### config.mk
export PLATFORM = sky130hd
export DESIGN_NAME = dma_ctrl4
export DESIGN_NICKNAME = d
export VERILOG_FILES = /design/src/rtl/dma4_pkg.sv /design/src/rtl/dma4_chan.sv /design/src/rtl/dma4_prio.sv /design/src/rtl/dma4_seq.sv /design/src/rtl/dma_ctrl4.sv
export SDC_FILE = /design/constraint.sdc
export NUM_CORES = 1
export LEC_CHECK = 0
export ABC_CLOCK_PERIOD_IN_PS = 2400
export BUFFER_PORTS_ARGS = -buffer_cell sky130_fd_sc_hd__buf_4
export CELL_PAD_IN_SITES_DETAIL_PLACEMENT = 1
export CELL_PAD_IN_SITES_GLOBAL_PLACEMENT = 1
export CORE_ASPECT_RATIO = 0.75
export CORE_MARGIN = 3
export CORE_UTILIZATION = 35
export CTS_BUF_LIST = sky130_fd_sc_hd__clkbuf_8
export DETAILED_ROUTE_END_ITERATION = 16
export GPL_TIMING_DRIVEN = 0
export PLACE_DENSITY = 0.66
export SETUP_SLACK_MARGIN = 0.1
export SLEW_MARGIN = 25
export SYNTH_ARGS = -nofsm -noshare
export SYNTH_HDL_FRONTEND = slang
export SYNTH_SLANG_ARGS = --single-unit
### constraint.sdc
create_clock -name clk -period 2.4 [get_ports clk]
set_input_delay 0.36 -clock clk [delete_from_list [all_inputs] [get_ports clk]]
set_output_delay 0.36 -clock clk [all_outputs]
set_load 0.01 [all_outputs]
### src/rtl/dma4_pkg.sv
package dma4_pkg;

  typedef enum logic [1:0] {
    ST_IDLE = 2'd0,
    ST_ASK  = 2'd1,
    ST_MOVE = 2'd2,
    ST_PASS = 2'd3
  } seq_st_e;

  typedef enum logic [1:0] {
    SEL_ADDR  = 2'd0,
    SEL_COUNT = 2'd1,
    SEL_MODE  = 2'd2
  } cfg_sel_e;

  localparam int MODE_W = 5;

  // Field order matches the mode word: bit0 enable ... bit4 cascade.
  typedef struct packed {
    logic cascade;
    logic mask;
    logic single;
    logic mem2io;
    logic enable;
  } ch_mode_t;

endpackage

### src/rtl/dma4_chan.sv
module dma4_chan
  import dma4_pkg::*;
#(
  parameter int AW = 16,
  parameter int CW = 16,
  parameter int DW = 16
) (
  input  logic          clk,
  input  logic          rst_n,
  input  logic          wr_en,
  input  logic [1:0]    wr_sel,
  input  logic [DW-1:0] wdata,
  input  logic          step,
  output logic [AW-1:0] cur_addr,
  output ch_mode_t      mode,
  output logic          last_byte
);

  logic [AW-1:0] addr_q, addr_d;
  logic [CW-1:0] cnt_q, cnt_d;
  ch_mode_t      mode_q, mode_d;

  always_comb begin
    addr_d = addr_q;
    cnt_d  = cnt_q;
    mode_d = mode_q;
    if (wr_en) begin
      case (wr_sel)
        SEL_ADDR:  addr_d = wdata[AW-1:0];
        SEL_COUNT: cnt_d  = wdata[CW-1:0];
        SEL_MODE:  mode_d = ch_mode_t'(wdata[MODE_W-1:0]);
        default:   ;
      endcase
    end else if (step) begin
      addr_d = addr_q + 1'b1;
      cnt_d  = cnt_q - 1'b1;
      if (cnt_q == '0) mode_d.enable = 1'b0;
    end
  end

  always_ff @(posedge clk or negedge rst_n) begin
    if (!rst_n) begin
      addr_q <= '0;
      cnt_q  <= '0;
      mode_q <= '0;
    end else begin
      addr_q <= addr_d;
      cnt_q  <= cnt_d;
      mode_q <= mode_d;
    end
  end

  assign cur_addr  = addr_q;
  assign mode      = mode_q;
  assign last_byte = (cnt_q == '0);

  // the byte that empties the count disables the channel
  p_tc_clears_enable_r6: assert property (@(posedge clk) disable iff (!rst_n)
    (step && !wr_en && last_byte) |=> !mode_q.enable);

  // each byte advances the address by one
  p_step_advances_r4: assert property (@(posedge clk) disable iff (!rst_n)
    (step && !wr_en) |=> (addr_q == $past(addr_q) + 1'b1));

endmodule

### src/rtl/dma4_prio.sv
module dma4_prio #(
  parameter  int NCH = 4,
  localparam int IW  = (NCH > 1) ? $clog2(NCH) : 1
) (
  input  logic [NCH-1:0] elig,
  output logic [IW-1:0]  win_idx,
  output logic           any_elig
);

  always_comb begin
    win_idx = '0;
    for (int i = NCH - 1; i >= 0; i--) begin
      if (elig[i]) win_idx = IW'(i);
    end
  end

  assign any_elig = |elig;

endmodule

### src/rtl/dma4_seq.sv
module dma4_seq
  import dma4_pkg::*;
#(
  parameter  int NCH   = 4,
  parameter  int BEATS = 2,
  localparam int IW    = (NCH > 1) ? $clog2(NCH) : 1,
  localparam int BW    = (BEATS > 1) ? $clog2(BEATS) : 1
) (
  input  logic           clk,
  input  logic           rst_n,
  input  logic           hold_ack,
  input  logic           any_elig,
  input  logic [IW-1:0]  win_idx,
  input  logic [NCH-1:0] elig,
  input  logic [NCH-1:0] casc,
  input  logic [NCH-1:0] single,
  input  logic [NCH-1:0] last_byte,
  output seq_st_e        st,
  output logic [IW-1:0]  own_idx,
  output logic           beat_last
);

  seq_st_e       st_q, st_d;
  logic [IW-1:0] own_q, own_d;
  logic [BW-1:0] beat_q, beat_d;

  assign beat_last = (st_q == ST_MOVE) && (beat_q == BW'(BEATS - 1));

  always_comb begin
    st_d   = st_q;
    own_d  = own_q;
    beat_d = beat_q;
    case (st_q)
      ST_IDLE: if (any_elig && !hold_ack) st_d = ST_ASK;
      ST_ASK: begin
        if (!any_elig) begin
          st_d = ST_IDLE;
        end else if (hold_ack) begin
          own_d  = win_idx;
          beat_d = '0;
          st_d   = casc[win_idx] ? ST_PASS : ST_MOVE;
        end
      end
      ST_MOVE: begin
        if (beat_last) begin
          beat_d = '0;
          if (last_byte[own_q] || single[own_q] || !elig[own_q]) st_d = ST_IDLE;
        end else begin
          beat_d = beat_q + 1'b1;
        end
      end
      ST_PASS: if (!elig[own_q]) st_d = ST_IDLE;
      default: st_d = ST_IDLE;
    endcase
  end

  always_ff @(posedge clk or negedge rst_n) begin
    if (!rst_n) begin
      st_q   <= ST_IDLE;
      own_q  <= '0;
      beat_q <= '0;
    end else begin
      st_q   <= st_d;
      own_q  <= own_d;
      beat_q <= beat_d;
    end
  end

  assign st      = st_q;
  assign own_idx = own_q;

  // ownership begins only after the grant was seen
  p_own_needs_ack_r1: assert property (@(posedge clk) disable iff (!rst_n)
    $rose(st_q == ST_MOVE || st_q == ST_PASS) |-> $past(hold_ack));

  // single mode lets the bus go after each byte
  p_single_lets_go_r7: assert property (@(posedge clk) disable iff (!rst_n)
    (beat_last && single[own_q]) |=> (st_q == ST_IDLE));

  // a withdrawn request aborts the wait
  p_cancel_r8: assert property (@(posedge clk) disable iff (!rst_n)
    (st_q == ST_ASK && !any_elig) |=> (st_q == ST_IDLE));

  // cascade ownership lasts while the request stays
  p_cascade_holds_r10: assert property (@(posedge clk) disable iff (!rst_n)
    (st_q == ST_PASS && elig[own_q]) |=> (st_q == ST_PASS));

endmodule

### src/rtl/dma_ctrl4.sv
module dma_ctrl4
  import dma4_pkg::*;
#(
  parameter  int NCH   = 4,
  parameter  int AW    = 16,
  parameter  int CW    = 16,
  parameter  int DW    = 16,
  parameter  int BEATS = 2,
  localparam int IW    = (NCH > 1) ? $clog2(NCH) : 1
) (
  input  logic           clk,
  input  logic           rst_n,
  input  logic [NCH-1:0] dreq_n,
  output logic [NCH-1:0] dack_n,
  output logic           hold_req,
  input  logic           hold_ack,
  input  logic           cfg_we,
  input  logic [IW-1:0]  cfg_ch,
  input  logic [1:0]     cfg_sel,
  input  logic [DW-1:0]  cfg_wdata,
  output logic [AW-1:0]  bus_addr,
  output logic           bus_oe,
  output logic           ior_n,
  output logic           iow_n,
  output logic           memr_n,
  output logic           memw_n,
  output logic           tc
);

  seq_st_e       st;
  logic [IW-1:0] own_idx;
  logic [IW-1:0] win_idx;
  logic          any_elig;
  logic          beat_last;
  logic          owning;
  logic          moving;
  logic          wr_ok;

  logic [NCH-1:0] elig, casc, single, last_byte, dir;
  logic [AW-1:0]  ch_addr [NCH];
  ch_mode_t       ch_mode [NCH];

  assign owning = (st == ST_MOVE) || (st == ST_PASS);
  assign moving = (st == ST_MOVE);
  assign wr_ok  = cfg_we && !owning;

  for (genvar g = 0; g < NCH; g++) begin : g_ch
    dma4_chan #(.AW(AW), .CW(CW), .DW(DW)) i_chan (
      .clk       (clk),
      .rst_n     (rst_n),
      .wr_en     (wr_ok && (cfg_ch == IW'(g))),
      .wr_sel    (cfg_sel),
      .wdata     (cfg_wdata),
      .step      (beat_last && (own_idx == IW'(g))),
      .cur_addr  (ch_addr[g]),
      .mode      (ch_mode[g]),
      .last_byte (last_byte[g])
    );
    assign casc[g]   = ch_mode[g].cascade;
    assign single[g] = ch_mode[g].single;
    assign dir[g]    = ch_mode[g].mem2io;
    assign elig[g]   = !dreq_n[g] && !ch_mode[g].mask &&
                       (ch_mode[g].enable || ch_mode[g].cascade);
    assign dack_n[g] = !(owning && (own_idx == IW'(g)));
  end

  dma4_prio #(.NCH(NCH)) i_prio (
    .elig     (elig),
    .win_idx  (win_idx),
    .any_elig (any_elig)
  );

  dma4_seq #(.NCH(NCH), .BEATS(BEATS)) i_seq (
    .clk       (clk),
    .rst_n     (rst_n),
    .hold_ack  (hold_ack),
    .any_elig  (any_elig),
    .win_idx   (win_idx),
    .elig      (elig),
    .casc      (casc),
    .single    (single),
    .last_byte (last_byte),
    .st        (st),
    .own_idx   (own_idx),
    .beat_last (beat_last)
  );

  assign hold_req = (st != ST_IDLE);
  assign bus_oe   = moving;
  assign bus_addr = moving ? ch_addr[own_idx] : '0;
  assign ior_n    = !(moving && !dir[own_idx]);
  assign memw_n   = !(moving && !dir[own_idx]);
  assign memr_n   = !(moving && dir[own_idx]);
  assign iow_n    = !(moving && dir[own_idx]);
  assign tc       = beat_last && last_byte[own_idx];

  // never more than one acknowledge
  p_one_ack_r2: assert property (@(posedge clk) disable iff (!rst_n)
    $onehot0(~dack_n));

  // no memory-to-memory or I/O-to-I/O strobe pairing
  p_no_pairing_r5: assert property (@(posedge clk) disable iff (!rst_n)
    !(!memr_n && !memw_n) && !(!ior_n && !iow_n));

  // bus released cleanly when hold falls
  p_release_r12: assert property (@(posedge clk) disable iff (!rst_n)
    $fell(hold_req) |-> (&dack_n && !bus_oe && ior_n && iow_n && memr_n && memw_n));

endmodule

; ---- Word level (Yosys, flattened, before mapping)
; Cells that the tools add are included.
[word_totals]
elab_cells = 227
register_bits = 153
in_bits = 28
out_inout_bits = 27
[classes]
n_lt_le_gt_ge = 3
mux = 64
addsub = 9
eq_ne = 30
bitwise = 1
n_reduce_logical = 89
[ops]
columns = operator, n
row1 = $mux 16, 21
row2 = $add 16x1->16 const B, 4
row3 = $logic_not 16->1, 4
row4 = $sub 16x1->16 const B, 4
row5 = $bmux 16 s2, 1
row6 = $ne 2x2->1 const B, 15
row7 = $logic_and 1x1->1, 26
row8 = $mux 1, 25
row9 = $reduce_and 2->1, 12
row10 = $mux 2, 10
row11 = $reduce_bool 2->1, 10
row12 = $logic_not 1->1, 18
row13 = $reduce_and 3->1, 6
row14 = $eq 2x2->1 const B, 7
row15 = $bmux 1 s2, 5
row16 = $eq 2x1->1 const B, 4
row17 = $logic_not 2->1, 4
row18 = $pmux 2 s4, 1
row19 = $logic_or 1x1->1, 7
row20 = $lt 2x3->1 const B, 2
row21 = $ne 2x1->1 const B, 3
row22 = $reduce_and 5->1, 1
row23 = $reduce_or 4->1, 1
row24 = $ge 3x3->1 const B, 1
row25 = 4 further kinds, 4

; ---- Logic depth before layout (Yosys ltp)
; Gate-level depths: netlist of the first run.
[depth]
depth_word = 13
mapped_depth = 9

; ---- Hierarchy
; Synthesis of the first run repeated with hierarchy kept, for this count alone.
[hier_totals]
cells_unflattened = 1134
area_unflattened_um2 = 10193.5
[modules_own_cells]
columns = module, area_per_inst_um2, cells_each, seq_area_each_um2, instances
row1 = dma4_chan at g_ch[1].i_chan ..., 2254.7, 249, 925.9, 3
row2 = dma4_chan at g_ch[0].i_chan, 2307.2, 254, 925.9, 1
row3 = dma_ctrl4, 713.2, 90, 0.0, 1
row4 = dma4_seq, 374.1, 36, 125.1, 1
row5 = dma4_prio, 35.0, 7, 0.0, 1

; ---- Worst setup path after synthesis of the first run
; OpenSTA, ideal clock, no wires.
[synth_timing]
path_type = register to output
from = register i_seq.own_q[1] (netlist: i_seq.own_idx[1])
to = output port bus_addr[3]
slack_ps = 252
t_arrival_ps = 1788
path_stages_with_launch = 6
required_ps = 2040
cell_sequence = dfrtp_1 -> buf_2 -> buf_1 -> buf_1 -> mux4_2 -> and2_1
[synth_between]
elab_chain_cells = 5
[synth_rtl]
columns = item, line_no
row1 = "start, declared", dma4_seq.sv:24  ; logic [IW-1:0] own_q, own_d;
row2 = "start signal, assigned", dma4_seq.sv:64  ; own_q <= own_d;
row3 = $not 2->3 (implied by the code), dma_ctrl4.sv:90  ; assign bus_addr = moving ? ch_addr[own_idx] : '0;
row4 = $bmux 16 s2, dma_ctrl4.sv:90
row5 = $mux 16 (implied by the code) (2 in series), dma_ctrl4.sv:90
row6 = $mux 16, dma_ctrl4.sv:90
row7 = "end, declared", dma_ctrl4.sv:21  ; output logic [AW-1:0] bus_addr,
; No other way between the ends. The select of a mux whose other input is x is not followed.

; ---- Final worst setup path of the first run
[layout_timing]
from = register g_ch[0].i_chan.cnt_q[8]
to = output port tc
[layout_between]
elab_chain_cells = 4
[layout_rtl]
columns = item, line_no
row1 = "start, declared", dma4_chan.sv:20  ; logic [CW-1:0] cnt_q, cnt_d;
row2 = "start signal, assigned", dma4_chan.sv:48  ; cnt_q <= cnt_d;
row3 = $logic_not 16->1, dma4_chan.sv:55  ; assign last_byte = (cnt_q == '0);
row4 = $bmux 1 s2, dma_ctrl4.sv:95  ; assign tc = beat_last && last_byte[own_idx];
row5 = $mux 1 (implied by the code), dma_ctrl4.sv:95
row6 = $logic_and 1x1->1, dma_ctrl4.sv:95
row7 = "end, declared", dma_ctrl4.sv:27  ; output logic tc
; No other way between the ends. The select of a mux whose other input is x is not followed.

==> results.cfg, run 1 <==
[run_status]
status = complete, but fails checks
violations = negative setup slack

[power_and_ir_drop]
sw_frac_of_total_pct = 40.95
powerDensity_nw_per_um2 = 1025
seqPwrFrac_pct = 38.1
ir_worst_vdd_uv = 519.5
p_int_mw = 7.284
clkPwrFrac_pct = 19.6
p_switching_mw = 5.052
combPwrFrac_pct = 42.3
leakagePower_nw = 4.821

[logic_synthesis]
synth_top_area_cell = dfrtp_1
synth_top_area_share_pct = 39.54
synthMuxAreaShare_pct = 6.500
synth_cells = 1152
synth_top_family_by_area = compound AO/OA/AOI/OAI gates
ys_types = 66
synth_seq_cells = 153
synth.avg_cell_area_sq_um = 8.405
syn_nets = 1192
synthFlopType = dfrtp_1
async_flop_share_pct = 100.0
synthSimpleGateAreaFrac_pct = 21.22
synth_warnings = 0
yosys-top-cells-area = dfrtp_1 40%, a21oi_1 7.2%, o21ai_0 5.2%
synth_edf_count = 0
synth-xor-area-share_pct = 0
syn_area_sq_um = 9683
ys_seq_area_share_pct = 39.54
synth_compound_area_share_pct = 26.81
synthAdderAreaFrac_pct = 1.551

[cells_and_area]
multi_input_area_sq_um = 5784
area_growth_pct = 24.28
fin_cells = 1629
final.fill_count = 3186
regArea_sq_um = 3832
nets = 1305
final_layout_size_suffix_gt1_share_pct = 22.16
layout_commonest_cell = dfrtp_1
final_cell_mix = 150 x dfrtp_1, 136 x a21oi_1, 110 x nor2_1
final_core_utilization_pct = 44.36

[floorplanning]
io_pins = 55
dieArea_sq_um = 29720
coreArea_sq_um = 27130
die_x_microns = 198.1
placementRows = 52
start_util_pct = 35.69
dieHeight_microns = 150.0

[sta]
finalHoldViolations = 0
fmax_ghz = 0.3709
slew_viol_final = 0
worst_clock_skew_ns = 0.01485
worstMarginPinSlew_ns = 1.116
finalSetupViolations = 6
post-route-min-period_ns = 2.696
rsz0062_at_grt = yes
holdWs_ns = 0.2817
post-route-period-util_pct = 112.4
fin_ws_ns = -0.2964
relSlewSlack_pct = 25.59

[critical_path]
rrSetupSlack_ns = 0
r2r_cells = 7
crit_fanout = 4
cp-start-kind = flip-flop
crit_required_ns = 2.04
crit_path_end_kind = output port
path_class = reg2out
crit_arrival_ns = 2.34

[grt]
grt_max_degree = 81
gr-total-overflow = 0
track_usage_pct = 28.15
antenna_found_initial = 0
grt_pass1_wl_mm = 63.03
grt_pass1_vias = 10050

[cts]
cts.sinks = 153
cts-buffers-inserted = 17
ctsRootBufferMaster = clkbuf_8
cts.path.max_buffers = 2
path_clk_slew_ns = 0.09
cts-htree-levels = 4
clock_latency_ns = 0.50
cts_tree = built

[drt]
dr.pass1.iters = 5
post-route-drc-count = 0
drtIter0Drc = 733
drtAntennaViolNets = 0
via_per_inst = 6.184
routedWlPerCell_microns = 25.63
vias = 10070
drt-total-wl_mm = 41.75

[worst_hold_path]
hold_class = in2reg
hold_depth = 3

[placement]
dpl_worst_slack_ns = -0.5471
port_buffers = 48
place.detailed.instances = 1552
gp_congestion = 0.8652
dp_hpwl_mm = 28.53

[flow_run]
cap_viol_max_count = 0
==> worst max-delay path, stage by stage (launching register included) <==
cell     delay [ns]
dfrtp_1        0.42
or4_4          0.56
nor4_4         0.20
nor3b_4        0.33
o31ai_4        0.08
nor2_1         0.12
buf_4          0.13
==> power by group through the flow <==
stage | clock [mW] | sequential (mW) | combinational, mW
2_1_floorplan | 0 | 4.15 | 2.88
3_3_place_gp | 0 | 4.59 | 3.92
3_5_place_dp | 0 | 4.63 | 4.03
4_1_cts | 2.46 | 4.59 | 4.93
5_1_grt | 2.56 | 4.82 | 5.67
6_report | 2.42 | 4.70 | 5.22
==> logic make-up (layout without fill, tap and decap cells) <==
kind of cell    count (synthesis)  count (layout)
compound gates                428             428
fa+ha+maj                      12              12
buf+inv                       107             232
flops                         153             153
mux                            37              37
other cells                     0               1
simple gates                  415             415
==> cell usage after synthesis, drive strengths merged, types with 17 or more instances <==
cell,n
dfrtp,153
a21oi,140
o21ai,132
nor2,116
nand2,97
clkbuf,61
nand3,57
nor3,31
inv,26
o22a,23
o22ai,22
a31oi,21
a22oi,20
and2,20
buf,20
nor4,20
mux4,19
mux2,17
==> per-stage QoR <==
| stage | total power [mW] | setup TNS (ns) | cell area, sq um |
|---|---|---|---|
| 2_1_floorplan | 7.031 | 0 | 9683 |
| 3_3_place_gp | 8.513 | -21.17 | 10480 |
| 3_5_place_dp | 8.663 | -26.03 | 10520 |
| 4_1_cts | 11.98 | -0.8178 | 11690 |
| 5_1_grt | 13.05 | -1.536 | 12030 |
| 6_report | 12.34 | -0.3994 | 12030 |
==> layer usage <==
layer / share of wire, % / up-vias / track usage, % / routed length [microns]
met1: 46 / 5160 / 40.27 / 19370
met3: 6.2 / 65 / 6.077 / 2599
li1: - / 4536 / - / -
met5: 0 / - / 0 / 0
met4: 2.9 / 0 / 8.911 / 1193
met2: 45 / 312 / 42.57 / 18590
==> layout make-up <==
class                           count  area share [%]
Inverter                           26          0.8110
Antenna cell                        1         0.02079
Sequential cell                   153           31.85
Timing Repair Buffer               96           7.548
Clock buffer                       21           2.402
Tap cell                          351           3.649
Buffer                             79           4.221
Clock inverter                     10           1.435
Multi-Input combinational cell    892           48.07
==> registers in the layout, summed over array words and instances (netlist names) <==
register and count:
g_ch.i_chan.cnt_q 64, i_seq.st 2, i_seq.beat_q 1, i_seq.own_idx 2, g_ch.i_chan.mode 20, g_ch.i_chan.cur_addr 64
==> what timing repair did <==
action | in CTS | in global routing
hold buffers | 1 | 0
gates cloned | 2 | 0
setup buffers | 24 | 21
pin swaps | 14 | 19
setup endpoints to repair | 147 | 142
resized for setup | 125 | 76
endpoints found under the hold margin | 73 | 0
==> path summary, 6_finish.rpt <==
| path | startpoint | endpoint |
|---|---|---|
| worst min-delay path | cfg_wdata[1] | g_ch[0].i_chan.cur_addr[1] |
| max in group asynchronous | rst_n | g_ch[2].i_chan.cnt_q[0] |
| worst max-delay path | g_ch[0].i_chan.cnt_q[8] | tc |
| min in group asynchronous | rst_n | g_ch[0].i_chan.cnt_q[4] |
| worst max register to register | g_ch[0].i_chan.cnt_q[8] | i_seq.st[0] |
| worst min register to register | g_ch[3].i_chan.cnt_q[11] | g_ch[3].i_chan.cnt_q[11] |
Note: power is estimated with default switching activity, not from simulation.
==> run 2: changes to the inputs <==
--- a/config.mk
+++ b/config.mk
@@ -7,10 +7,10 @@
 export LEC_CHECK = 0
 export ABC_CLOCK_PERIOD_IN_PS = 2400
 export BUFFER_PORTS_ARGS = -buffer_cell sky130_fd_sc_hd__buf_4
+export CAP_MARGIN = 20
 export CELL_PAD_IN_SITES_DETAIL_PLACEMENT = 1
 export CELL_PAD_IN_SITES_GLOBAL_PLACEMENT = 1
 export CORE_ASPECT_RATIO = 0.75
-export CORE_MARGIN = 3
 export CORE_UTILIZATION = 35
 export CTS_BUF_LIST = sky130_fd_sc_hd__clkbuf_8
 export DETAILED_ROUTE_END_ITERATION = 16
==> run 2 against run 1 <==
Effect of this change: the run still ends with negative setup slack left; critical path depth stayed put; core utilization shrank 0.50 points; global-route usage increased by 1.1 points; via count is 0.53% lower; cell area decreased by 1.4%; clock skew up 0.0074 ns; total power down 3.0%; wire length down 1.7%; sequential share of layout area increased by 0.44 points; worst hold slack got worse by 0.073 ns; register-to-register slack got worse by 0.06 ns; combinational power down 3%; highest routed layer unchanged.
==> results.cfg, run 2 (synthesis results as in run 1) <==
[run_status]
status = complete, but fails checks
violations = negative setup slack

[floorplanning]
io_pins = 55
die_x_microns = 194.1
placementRows = 52
dieHeight_microns = 146.0
dieArea_sq_um = 28340
coreArea_sq_um = 27070
start_util_pct = 35.78

[drt]
drt-total-wl_mm = 41.05
drtIter0Drc = 665
routedWlPerCell_microns = 25.31
vias = 10020
via_per_inst = 6.178
drtAntennaViolNets = 0
post-route-drc-count = 0
dr.pass1.iters = 5

[placement]
dp_hpwl_mm = 28.20
gp_congestion = 0.8946
placed_area_sq_um = 10520
port_buffers = 48
dpl_worst_slack_ns = -0.5429

[worst_hold_path]
min_from = cfg_wdata[1]
hold_class = in2reg
min_to = g_ch[0].i_chan.cur_addr[1]
hold_depth = 3

[cts]
path_clk_slew_ns = 0.08
cts.path.max_buffers = 2
ctsRootBufferMaster = clkbuf_8
clock_latency_ns = 0.52
cts-buffers-inserted = 17
cts_tree = built
cts-htree-levels = 4
cts.sinks = 153

[sta]
slew_viol_final = 0
finalHoldViolations = 0
relSlewSlack_pct = 24.25
post-route-min-period_ns = 2.712
worst_clock_skew_ns = 0.02227
finalSetupViolations = 2
rsz0062_at_grt = yes
fmax_ghz = 0.3687
fin_ws_ns = -0.3120
post-route-period-util_pct = 113.0
worstMarginPinSlew_ns = 1.136

[cells_and_area]
final.fill_count = 3221
finalInstanceArea_sq_um = 11870
n_antenna_cell = 0
area_growth_pct = 22.57
layout_commonest_cell = dfrtp_1
final_cell_mix = 150 x dfrtp_1, 136 x a21oi_1, 110 x nor2_1
nets = 1298
final_layout_size_suffix_gt1_share_pct = 21.79

[critical_path]
path_class = reg2out
r2r_cells = 7
crit_fanout = 2
rrSetupSlack_ns = -0.06
crit_path_end_kind = output port
cp-start-kind = flip-flop
r2r_start = g_ch[0].i_chan.cnt_q[9]
crit_required_ns = 2.04
crit_arrival_ns = 2.35
worstReg2RegEnd = i_seq.st[0]

[power_and_ir_drop]
leakagePower_nw = 4.743
powerDensity_nw_per_um2 = 1008
ir_worst_vdd_uv = 498.9

[grt]
grt_max_degree = 86
grt_pass1_vias = 9942
track_usage_pct = 29.28
gr-total-overflow = 0
grt_pass1_wl_mm = 62.23
antenna_found_initial = 1

[flow_run]
cap_viol_max_count = 0
run 2: final cells by class:
type,instances,area (sq um),area share [%]
clock buffer,19,261.5,2.203
buffer,80,498.0,4.196
clock inverter,13,150.1,1.265
inverter,26,97.59,0.8223
timing repair buffer,88,807.0,6.799
sequential,153,3832,32.29
multi-input combinational,892,5783,48.72
tap,351,439.2,3.700
run 2: worst max-delay path by stage:
stage	depth (start not counted)	end	slack (ns)	start
4_1_cts	6	tc	-0.46	g_ch[0].i_chan.cnt_q[9]
2_1_floorplan	5	bus_addr[3]	0.25	i_seq.own_idx[1]
3_3_place_gp	6	bus_addr[9]	-0.49	i_seq.own_idx[1]
3_5_place_dp	6	bus_addr[10]	-0.54	i_seq.own_idx[1]
5_1_grt	8	tc	-0.39	g_ch[3].i_chan.cnt_q[0]
6_report	6	tc	-0.31	g_ch[0].i_chan.cnt_q[9]
run 2: per-stage QoR:
| stage | cells | power, mW | TNS [ns] | util, % | hold slack [ns] |
|---|---|---|---|---|---|
| 3_3_place_gp | 1551 | 8.497 | -18.89 | 38.73 | 0.4695 |
| 2_1_floorplan | 1152 | 7.031 | 0 | - | 0.06441 |
| 5_1_grt | 1622 | 12.59 | -0.6908 | 43.85 | 0.2128 |
| 6_report | 1622 | 11.97 | -0.3682 | 43.85 | 0.2088 |
| 3_5_place_dp | 1552 | 8.663 | -21.91 | 38.87 | 0.3793 |
| 4_1_cts | 1608 | 11.58 | -0.8730 | 42.69 | 0.1796 |
run 2: power by group:
part / internal [mW] / switching [mW] / leakage [nW]
Combinational: 2.40 / 2.67 / 2.68
Clock: 1.07 / 1.13 / 0.209
Sequential: 3.43 / 1.26 / 1.85
Total: 6.91 / 5.06 / 4.74
run 2: routing by layer:
| layer | vias to the layer above | GRT usage, % | routed length [microns] |
|---|---|---|---|
| met1 | 5100 | 41.70 | 19190 |
| met3 | 83 | 5.429 | 2522 |
| li1 | 4528 | - | - |
| met5 | - | 0 | 0 |
| met2 | 309 | 43.27 | 17860 |
| met4 | 0 | 12.98 | 1478 |
run 2: worst max-delay path, cell delays in order, from the launching register on:
cell and delay, ns:
dfrtp_1 0.39, or4_4 0.57, nor4_4 0.21, nor3b_4 0.34
o31ai_4 0.09, nor2_1 0.12, buf_4 0.13
run 2: timing repair:
item / in CTS / in global routing
endpoints found under the hold margin: 68 / 0
setup endpoints to repair: 140 / 139
hold buffers: 1 / 0
resized for setup: 114 / 78
cloned: 1 / 2
setup buffers: 22 / 15
pin swaps: 16 / 15
